`config.mk`:
```
export PLATFORM = sky130hd
export DESIGN_NAME = asram_ctrl
export DESIGN_NICKNAME = d
export VERILOG_FILES = /design/src/rtl/asram_pkg.sv /design/src/rtl/asram_wait_ctr.sv /design/src/rtl/asram_seq.sv /design/src/rtl/asram_pins.sv /design/src/rtl/asram_rcap.sv /design/src/rtl/asram_ctrl.sv
export SDC_FILE = /design/constraint.sdc
export NUM_CORES = 1
export LEC_CHECK = 0
export BUFFER_PORTS_ARGS = -buffer_cell sky130_fd_sc_hd__buf_2
export CAP_MARGIN = 20
export CORE_MARGIN = 3
export CORE_UTILIZATION = 35
export CTS_BUF_LIST = sky130_fd_sc_hd__clkbuf_2
export DETAILED_ROUTE_END_ITERATION = 12
export GPL_TIMING_DRIVEN = 0
export PLACE_DENSITY = 0.67
export SYNTH_ARGS = -nofsm -noshare
export SYNTH_HDL_FRONTEND = slang
export SYNTH_SLANG_ARGS = --single-unit
```
`constraint.sdc`:
```
create_clock -name clk -period 4.2 [get_ports clk]
set_input_delay 0.63 -clock clk [delete_from_list [all_inputs] [get_ports clk]]
set_output_delay 0.63 -clock clk [all_outputs]
set_load 0.02 [all_outputs]
```
`src/rtl/asram_pkg.sv`:
```
package asram_pkg;

  typedef enum logic [2:0] {
    ST_IDLE = 3'd0,
    ST_WADR = 3'd1,
    ST_WPLS = 3'd2,
    ST_WHLD = 3'd3,
    ST_WREC = 3'd4,
    ST_RACC = 3'd5
  } seq_st_e;

  // Round a nanosecond limit up to whole clock cycles; zero stays zero.
  function automatic int ns2cyc(input int ns, input int clk_ps);
    if (ns <= 0) return 0;
    return (ns * 1000 + clk_ps - 1) / clk_ps;
  endfunction

  function automatic int imax(input int a, input int b);
    return (a > b) ? a : b;
  endfunction

endpackage

```
`src/rtl/asram_wait_ctr.sv`:
```
module asram_wait_ctr #(
  parameter int CNT_W = 3
) (
  input  logic             clk,
  input  logic             rst_n,
  input  logic             ld,
  input  logic [CNT_W-1:0] ld_val,
  output logic             expired
);

  logic [CNT_W-1:0] cnt_q;
  logic [CNT_W-1:0] cnt_d;
  logic             cnt_en;

  assign cnt_en  = ld | (cnt_q != '0);
  assign cnt_d   = ld ? ld_val : (cnt_q - 1'b1);
  assign expired = (cnt_q == '0);

  always_ff @(posedge clk or negedge rst_n) begin
    if (!rst_n) begin
      cnt_q <= '0;
    end else if (cnt_en) begin
      cnt_q <= cnt_d;
    end
  end

endmodule

```
`src/rtl/asram_seq.sv`:
```
module asram_seq
  import asram_pkg::*;
#(
  parameter int CNT_W = 3,
  parameter int SA_C  = 1,
  parameter int PW_C  = 4,
  parameter int HD_C  = 1,
  parameter int REC_C = 0,
  parameter int RD_C  = 6
) (
  input  logic             clk,
  input  logic             rst_n,
  input  logic             req,
  input  logic             wr,
  input  logic             expired,
  output seq_st_e          state_q,
  output seq_st_e          state_d,
  output logic             ld,
  output logic [CNT_W-1:0] ld_val,
  output logic             ready
);

  localparam logic [CNT_W-1:0] SA_L  = CNT_W'(SA_C - 1);
  localparam logic [CNT_W-1:0] PW_L  = CNT_W'(PW_C - 1);
  localparam logic [CNT_W-1:0] HD_L  = CNT_W'(HD_C - 1);
  localparam logic [CNT_W-1:0] REC_L = CNT_W'((REC_C > 0) ? REC_C - 1 : 0);
  localparam logic [CNT_W-1:0] RD_L  = CNT_W'(RD_C - 1);
  localparam bit               HAS_REC = (REC_C > 0);

  assign ready = (state_q == ST_IDLE);

  always_comb begin
    state_d = state_q;
    ld      = 1'b0;
    ld_val  = '0;
    unique case (state_q)
      ST_IDLE: begin
        if (req) begin
          ld = 1'b1;
          if (wr) begin
            state_d = ST_WADR;
            ld_val  = SA_L;
          end else begin
            state_d = ST_RACC;
            ld_val  = RD_L;
          end
        end
      end
      ST_WADR: begin
        if (expired) begin
          state_d = ST_WPLS;
          ld      = 1'b1;
          ld_val  = PW_L;
        end
      end
      ST_WPLS: begin
        if (expired) begin
          state_d = ST_WHLD;
          ld      = 1'b1;
          ld_val  = HD_L;
        end
      end
      ST_WHLD: begin
        if (expired) begin
          if (HAS_REC) begin
            state_d = ST_WREC;
            ld      = 1'b1;
            ld_val  = REC_L;
          end else begin
            state_d = ST_IDLE;
          end
        end
      end
      ST_WREC: begin
        if (expired) state_d = ST_IDLE;
      end
      ST_RACC: begin
        if (expired) state_d = ST_IDLE;
      end
      default: state_d = ST_IDLE;
    endcase
  end

  always_ff @(posedge clk or negedge rst_n) begin
    if (!rst_n) begin
      state_q <= ST_IDLE;
    end else begin
      state_q <= state_d;
    end
  end

endmodule

```
`src/rtl/asram_pins.sv`:
```
module asram_pins
  import asram_pkg::*;
#(
  parameter int ADDR_W = 18,
  parameter int DATA_W = 16,
  parameter int BE_W   = 2
) (
  input  logic              clk,
  input  logic              rst_n,
  input  logic              accept,
  input  seq_st_e           state_d,
  input  logic [ADDR_W-1:0] host_addr,
  input  logic [DATA_W-1:0] host_wdata,
  input  logic [BE_W-1:0]   host_be,
  output logic              mem_ce_n,
  output logic              mem_we_n,
  output logic              mem_oe_n,
  output logic [BE_W-1:0]   mem_be_n,
  output logic [ADDR_W-1:0] mem_addr,
  output logic [DATA_W-1:0] mem_dout,
  output logic              mem_dout_oe
);

  logic            ce_n_d;
  logic            we_n_d;
  logic            oe_n_d;
  logic            doe_d;
  logic [BE_W-1:0] be_n_d;

  // Strobes follow the next state so every pin leaves a flop.
  always_comb begin
    ce_n_d = (state_d == ST_IDLE);
    we_n_d = (state_d != ST_WPLS);
    oe_n_d = (state_d != ST_RACC);
    doe_d  = (state_d == ST_WPLS) || (state_d == ST_WHLD);
    if (accept) begin
      be_n_d = ~host_be;
    end else if (state_d == ST_IDLE) begin
      be_n_d = '1;
    end else begin
      be_n_d = mem_be_n;
    end
  end

  always_ff @(posedge clk or negedge rst_n) begin
    if (!rst_n) begin
      mem_ce_n    <= 1'b1;
      mem_we_n    <= 1'b1;
      mem_oe_n    <= 1'b1;
      mem_dout_oe <= 1'b0;
      mem_be_n    <= '1;
    end else begin
      mem_ce_n    <= ce_n_d;
      mem_we_n    <= we_n_d;
      mem_oe_n    <= oe_n_d;
      mem_dout_oe <= doe_d;
      mem_be_n    <= be_n_d;
    end
  end

  always_ff @(posedge clk or negedge rst_n) begin
    if (!rst_n) begin
      mem_addr <= '0;
      mem_dout <= '0;
    end else if (accept) begin
      mem_addr <= host_addr;
      mem_dout <= host_wdata;
    end
  end

endmodule

```
`src/rtl/asram_rcap.sv`:
```
module asram_rcap #(
  parameter int DATA_W = 16,
  parameter int BE_W   = 2
) (
  input  logic              clk,
  input  logic              rst_n,
  input  logic              cap,
  input  logic [BE_W-1:0]   mem_be_n,
  input  logic [DATA_W-1:0] mem_din,
  output logic [DATA_W-1:0] rdata,
  output logic              rvalid
);

  logic [DATA_W-1:0] lane_d;

  for (genvar g = 0; g < BE_W; g++) begin : g_lane
    assign lane_d[g*8 +: 8] = mem_be_n[g] ? 8'h00 : mem_din[g*8 +: 8];
  end

  always_ff @(posedge clk or negedge rst_n) begin
    if (!rst_n) begin
      rvalid <= 1'b0;
    end else begin
      rvalid <= cap;
    end
  end

  always_ff @(posedge clk or negedge rst_n) begin
    if (!rst_n) begin
      rdata <= '0;
    end else if (cap) begin
      rdata <= lane_d;
    end
  end

endmodule

```
`src/rtl/asram_ctrl.sv`:
```
module asram_ctrl
  import asram_pkg::*;
#(
  parameter int ADDR_W   = 18,
  parameter int DATA_W   = 16,
  parameter int CLK_PS   = 10000,
  parameter int T_AA_NS  = 55,
  parameter int T_DOE_NS = 25,
  parameter int T_RC_NS  = 55,
  parameter int T_WC_NS  = 55,
  parameter int T_PWE_NS = 40,
  parameter int T_AW_NS  = 40,
  parameter int T_SD_NS  = 25,
  parameter int T_SA_NS  = 0,
  parameter int T_HD_NS  = 0,
  localparam int BE_W    = DATA_W / 8
) (
  input  logic              clk,
  input  logic              rst_n,
  input  logic              host_req,
  output logic              host_ready,
  input  logic              host_wr,
  input  logic [ADDR_W-1:0] host_addr,
  input  logic [DATA_W-1:0] host_wdata,
  input  logic [BE_W-1:0]   host_be,
  output logic [DATA_W-1:0] host_rdata,
  output logic              host_rvalid,
  output logic              mem_ce_n,
  output logic              mem_we_n,
  output logic              mem_oe_n,
  output logic [BE_W-1:0]   mem_be_n,
  output logic [ADDR_W-1:0] mem_addr,
  output logic [DATA_W-1:0] mem_dout,
  input  logic [DATA_W-1:0] mem_din,
  output logic              mem_dout_oe
);

  // Phase lengths in cycles
  localparam int SA_C  = imax(1, ns2cyc(T_SA_NS, CLK_PS));
  localparam int PW_C  = imax(imax(1, ns2cyc(T_PWE_NS, CLK_PS)),
                              imax(ns2cyc(T_SD_NS, CLK_PS),
                                   ns2cyc(T_AW_NS, CLK_PS) - SA_C));
  localparam int HD_C  = imax(1, ns2cyc(T_HD_NS, CLK_PS));
  localparam int REC_C = imax(0, ns2cyc(T_WC_NS, CLK_PS) - SA_C - PW_C - HD_C);
  localparam int RD_C  = imax(1, imax(ns2cyc(T_AA_NS, CLK_PS),
                                      imax(ns2cyc(T_DOE_NS, CLK_PS),
                                           ns2cyc(T_RC_NS, CLK_PS))));
  localparam int MAXC  = imax(imax(SA_C, PW_C), imax(imax(HD_C, REC_C), RD_C));
  localparam int CNT_W = (MAXC < 2) ? 1 : $clog2(MAXC);

  seq_st_e          state_q;
  seq_st_e          state_d;
  logic             ld;
  logic [CNT_W-1:0] ld_val;
  logic             expired;
  logic             accept;
  logic             cap;

  assign accept = host_req & host_ready;
  assign cap    = (state_q == ST_RACC) & expired;

  asram_wait_ctr #(.CNT_W(CNT_W)) u_wait (
    .clk     (clk),
    .rst_n   (rst_n),
    .ld      (ld),
    .ld_val  (ld_val),
    .expired (expired)
  );

  asram_seq #(
    .CNT_W (CNT_W),
    .SA_C  (SA_C),
    .PW_C  (PW_C),
    .HD_C  (HD_C),
    .REC_C (REC_C),
    .RD_C  (RD_C)
  ) u_seq (
    .clk     (clk),
    .rst_n   (rst_n),
    .req     (host_req),
    .wr      (host_wr),
    .expired (expired),
    .state_q (state_q),
    .state_d (state_d),
    .ld      (ld),
    .ld_val  (ld_val),
    .ready   (host_ready)
  );

  asram_pins #(
    .ADDR_W (ADDR_W),
    .DATA_W (DATA_W),
    .BE_W   (BE_W)
  ) u_pins (
    .clk         (clk),
    .rst_n       (rst_n),
    .accept      (accept),
    .state_d     (state_d),
    .host_addr   (host_addr),
    .host_wdata  (host_wdata),
    .host_be     (host_be),
    .mem_ce_n    (mem_ce_n),
    .mem_we_n    (mem_we_n),
    .mem_oe_n    (mem_oe_n),
    .mem_be_n    (mem_be_n),
    .mem_addr    (mem_addr),
    .mem_dout    (mem_dout),
    .mem_dout_oe (mem_dout_oe)
  );

  asram_rcap #(
    .DATA_W (DATA_W),
    .BE_W   (BE_W)
  ) u_rcap (
    .clk      (clk),
    .rst_n    (rst_n),
    .cap      (cap),
    .mem_be_n (mem_be_n),
    .mem_din  (mem_din),
    .rdata    (host_rdata),
    .rvalid   (host_rvalid)
  );

endmodule

```
# Yosys cells after proc, flatten, opt, wreduce, memory -nomap -nowiden
# Cells that the tools add are included.
# Widths: inputs -> output; s select.
[classes]
add_sub_neg = 1
n_mul = 0
div_mod_pow = 0
order_cmp = 0
n_eq_ne = 9
shift = 0
n_mux = 18
n_bitwise = 4
reduce_logical = 8
[op_table]
columns = ["cell", "count"]
rows = [
  ["$mux 3", 8],
  ["$mux 8", 2],
  ["$eq 3x2->1 const B", 4],
  ["$pmux 3 s4", 1],
  ["$logic_not 3->1", 3],
  ["$eq 3x3->1 const B", 2],
  ["$mux 2", 3],
  ["$pmux 3 s2", 1],
  ["$eq 3x1->1 const B", 1],
  ["$ne 3x2->1 const B", 1],
  ["$ne 3x3->1 const B", 1],
  ["$reduce_bool 3->1", 1],
  ["$reduce_or 3->1", 1],
  ["$sub 3x1->3 const B", 1],
  ["$and 1x1->1", 2],
  ["$mux 1", 2],
  ["$not 2->2", 1],
  ["$pmux 1 s2", 1],
  ["$reduce_bool 2->1", 1],
  ["$reduce_or 2->1", 1],
  ["$logic_or 1x1->1", 1],
  ["$or 1x1->1", 1],
]
[totals]
register_bits = 63
latch_bits = 0
ram_bits = 0
rom_bits = 0
input_bits = 56
out_inout_bits = 58
mem_count = 0

# Logic depth before layout (Yosys ltp)
[logic_depth]
ltp_word = 6
depth_mapped = 6
ltp_nobuf = 5

# Modules after synthesis
# Synthesis repeated with hierarchy kept, for this count alone.
[unflattened]
cells_unflattened = 204
area_unflattened_um2 = 2676.3
[by_module_without_submodules]
columns = ["mod", "n_inst", "cells_per_inst", "area_per_inst_um2"]
rows = [
  ["asram_pins", 1, 87, 1541.5],
  ["asram_rcap", 1, 68, 705.7],
  ["asram_seq", 1, 26, 212.7],
  ["asram_wait_ctr", 1, 21, 200.2],
  ["asram_ctrl", 1, 2, 16.3],
]

# Worst setup path before layout
# Ideal clock, no wire load.
[synth_timing]
path_type = "flip-flop to output port"
from = "register u_seq.state_q[2]"
to = "output port host_ready"
arrival_ns = 1.216
t_required_ns = 3.570
path_slack_ns = 2.354
stages_incl_launch_ff = 3
cell_sequence = "dfrtp_1 > clkbuf_1 > nor3_1"
[synth_between]
elab_chain_cells = 1
[synth_rtl]
columns = ["item", "line", "rtl"]
rows = [
  ["start: declaration", "asram_seq.sv:16", "output seq_st_e state_q,"],
  ["start signal: assignment", "asram_seq.sv:88", "state_q <= state_d;"],
  ["$logic_not 3->1", "asram_seq.sv:30", "assign ready = (state_q == ST_IDLE);"],
  ["end: declaration", "asram_ctrl.sv:21", "output logic host_ready,"],
]
# No other way between the ends.

# Worst setup path after layout
# Ends and elaborated chain as after synthesis.

==> flow_metrics.py <==
metrics = {
    "power": {
        "ir_worst_vdd_uv": 344,
        "power_switching_uw": 1060,
        "power_density_mw_per_mm2": 734,
        "p_leak_uw": 0.00198,
        "pwr-share-clk_pct": 18.2,
        "p_int_uw": 1530,
        "combPwrFrac_pct": 42.9,
        "switching_share_pct": 40.9,
        "share_seq_of_total_power_pct": 38.9,
    },
    "synthesis": {
        "netlist_instances": 257,
        "ys_seq_area_share_pct": 59.1,
        "synth_top_cell_area_share_pct": 54.2,
        "synth-seq-cells": 63,
        "syn_nets": 315,
        "synthSimpleGateAreaFrac_pct": 23.7,
        "yosysTopAreaCell": "dfrtp_1",
        "synth_area_per_cell_um2": 10.4,
        "synth_xor_area_share_pct": 0.981,
        "synth_top_family_by_area": "simple AND/OR/NAND/NOR gates",
        "yosys-mux-area-fraction_pct": 7.15,
        "synth_compound_area_share_pct": 3.97,
        "yosysWarnings": 0,
        "synth_fa_ha_area_share_pct": 0.935,
        "ys_types": 37,
        "synth_area_leaders": "dfrtp_1 (54%), nand2_1 (15%), mux2_1 (6.7%)",
        "syn-cell-area_mm2": 0.00268,
    },
    "worst_setup_path": {
        "rr_endpoint": "u_rcap.rdata[6]",
        "ff2ff_setup_slack_ps": 2220,
        "critical_path_class": "flip-flop to primary output",
        "crit_path_end": "host_ready",
        "cp_cell_sequence": "clkbuf_1 > nor3_1 > buf_2",
        "required_ps": 3570,
        "reg2reg_depth": 6,
        "start_kind": "flip-flop",
        "crit-reg2reg-launch": "u_wait.cnt_q[0]",
        "arrival_ps": 1760,
        "cp-end-kind": "primary output",
        "crit_path_start": "u_seq.state_q[2]",
        "worst-path-max-fanout": 10,
        "worst_path_largest_cell_delay_ps": 450,
        "cp_slowest_cell": "dfrtp_1",
    },
    "drt": {
        "antenna_left": 0,
        "drt_iter0_markers": 54,
        "first_pass_iters": 4,
        "vias": 2166,
        "wl_per_cell_um": 12.5,
        "route.detailed.drc": 0,
        "viasPerCell": 4.47,
        "wl_um": 6060,
    },
    "placed_design": {
        "hpwl_um": 4420,
        "gp_congestion": 0.780,
        "port_buffers": 113,
        "pre_cts_slack_ps": 2250,
    },
    "global_route": {
        "track_usage_pct": 14.8,
        "gr-total-overflow": 0,
        "grt_max_degree": 64,
        "grt_pass1_wl_um": 10100,
        "grt_pass1_vias": 2121,
        "antenna_found_initial": 0,
    },
    "sta": {
        "slew_viol_final": 0,
        "setup_viol": 0,
        "slew_headroom_pct": 48.2,
        "min_period_ps": 2390,
        "tightestPinTransition_ps": 777,
        "finalWorstSetupSlack_ps": 1810,
        "rsz0062_at_grt": "false",
        "max_clock_freq_mhz": 418,
        "period_share_pct": 56.9,
        "setup_tns_ps": 0,
        "hold_viol": 0,
        "clock_skew_ps": 13.8,
    },
    "clock_network": {
        "holdBufCountCts": 0,
        "clk_latency_ps": 460,
        "cts_setup_buffers": 0,
        "clock-sinks": 63,
        "cts_resized": 0,
        "clockBufferDepth": 2,
        "cts.htree.levels": 3,
        "cts_inserted_buffers": 9,
        "root_buffer": "clkbuf_2",
        "clk_pin_slew_ps": 180,
        "cts_tree": "yes",
    },
    "cells_and_area": {
        "nets": 439,
        "n_antenna_cell": 0,
        "fin_util_pct": 48.1,
        "syn2layout_area_growth_pct": 31.7,
        "drive_gt1_share_pct": 38.9,
    },
    "worst_hold_path": {
        "hold_path.class": "input pin to async pin",
    },
    "floorplanning": {
        "dieArea_mm2": 0.00874,
        "io_pins": 114,
        "die_x_um": 93.5,
        "core_area_mm2": 0.00733,
        "initial_core_util_pct": 36.5,
        "placementRows": 31,
        "die_h_um": 93.5,
    },
    "job": {
        "drv_cap": 0,
    },
    "run_status": {
        "outcome": "complete, no violations",
    },
}
worst max-delay path, delay by kind of cell, from the launching register on:
| family | cells | cell delay, ps |
|---|---|---|
| buffers and inverters | 2 | 470 |
| DFF | 1 | 450 |
| and+or+nand+nor | 1 | 380 |
cell type report:
class	instances	area [um^2]
Inverter	4	15.0
Tap cell	99	124
Timing Repair Buffer	113	568
Buffer	12	95.1
Clock buffer	9	45.0
Sequential cell	63	1580
Multi-Input combinational cell	178	985
Clock inverter	7	111
Fill cell	734	3800
sequential cells by signal, indices dropped and copies added (netlist names):
name,flops
u_rcap.rvalid,1
u_pins.mem_dout_oe,1
u_rcap.rdata,16
u_pins.mem_be_n,2
u_wait.cnt_q,3
u_pins.mem_ce_n,1
u_pins.mem_oe_n,1
u_seq.state_q,3
u_pins.mem_we_n,1
u_pins.mem_addr,18
u_pins.mem_dout,16
cells in the mapped netlist (all sizes together):
cell	number
nand2b	3
dfrtp	58
nand3	1
a32oi	2
clkbuf	1
nor3	1
nor2	6
xnor2	2
nand3b	1
mux2	17
a21oi	2
a31oi	1
xor2	1
o311a	1
o31ai	1
or2	1
o21ai	3
nor4b	2
a211oi	1
ha	2
nor2b	19
nor3b	1
a22oi	1
nand2	104
dfstp	5
buf	11
and3b	1
o22ai	2
o21bai	1
inv	4
or4b	1
per-layer routing:
metal	GRT usage (%)	vias to the layer above	share of wire, %
met5	0	-	0
met4	6.59	0	1.4
met3	4.34	7	7.7
met2	22.9	73	47
met1	19.2	1013	44
li1	-	1073	-
worst min-delay path by stage:
stage / start / end / slack, ps / depth (start not counted)
2_1_floorplan: rst_n / u_pins.mem_addr[0] / 330 / 0
3_3_place_gp: u_pins.mem_dout[11] / u_pins.mem_dout[11] / 450 / 2
3_5_place_dp: u_pins.mem_dout[11] / u_pins.mem_dout[11] / 460 / 2
4_1_cts: rst_n / u_pins.mem_addr[8] / 210 / 1
5_1_grt: rst_n / u_rcap.rdata[4] / 220 / 1
6_report: rst_n / u_rcap.rdata[4] / 240 / 1
power by group through the flow:
| stage | registers [uW] | logic, uW | clock network [uW] |
|---|---|---|---|
| after detailed placement | 1020 | 1130 | 0 |
| after floorplan | 1270 | 484 | 0 |
| after global placement | 1010 | 1100 | 0 |
| after CTS | 1010 | 1130 | 491 |
| final | 1010 | 1110 | 471 |
| after global routing | 1040 | 1230 | 525 |
cell families (layout without fill, tap and decap cells):
logic type	after synthesis	count (layout)
mux	17	17
compound gates	15	15
flops	63	63
fa+ha+maj	2	2
xor+xnor	3	3
simple gates	141	141
buf+inv	16	145
stage by stage:
step                      std cells  hold slack [ps]  total power (uW)  cell area [um^2]
after global routing            485              216              2800              3530
after global placement          469              453              2110              3370
after detailed placement        469              460              2150              3370
after floorplan                 257              334              1760              2680
final                           485              237              2590              3530
after CTS                       485              212              2630              3530
placed cells by master, fill, tap and decap left out, types with 2 or more instances in the layout:
cell and count:
mux2_1 16, ha_1 2, dfrtp_1 58, inv_1 4, buf_6 5, nor2_1 5
a21oi_1 2, buf_2 116, a32oi_1 2, o21ai_0 2, xnor2_1 2, nand2_1 104
clkbuf_2 9, dfstp_2 5, nand2b_1 3, nor2b_1 19, o22ai_1 2, bufinv_16 3
buf_4 3, clkinv_2 2
Power figures use the tool's default switching activity.
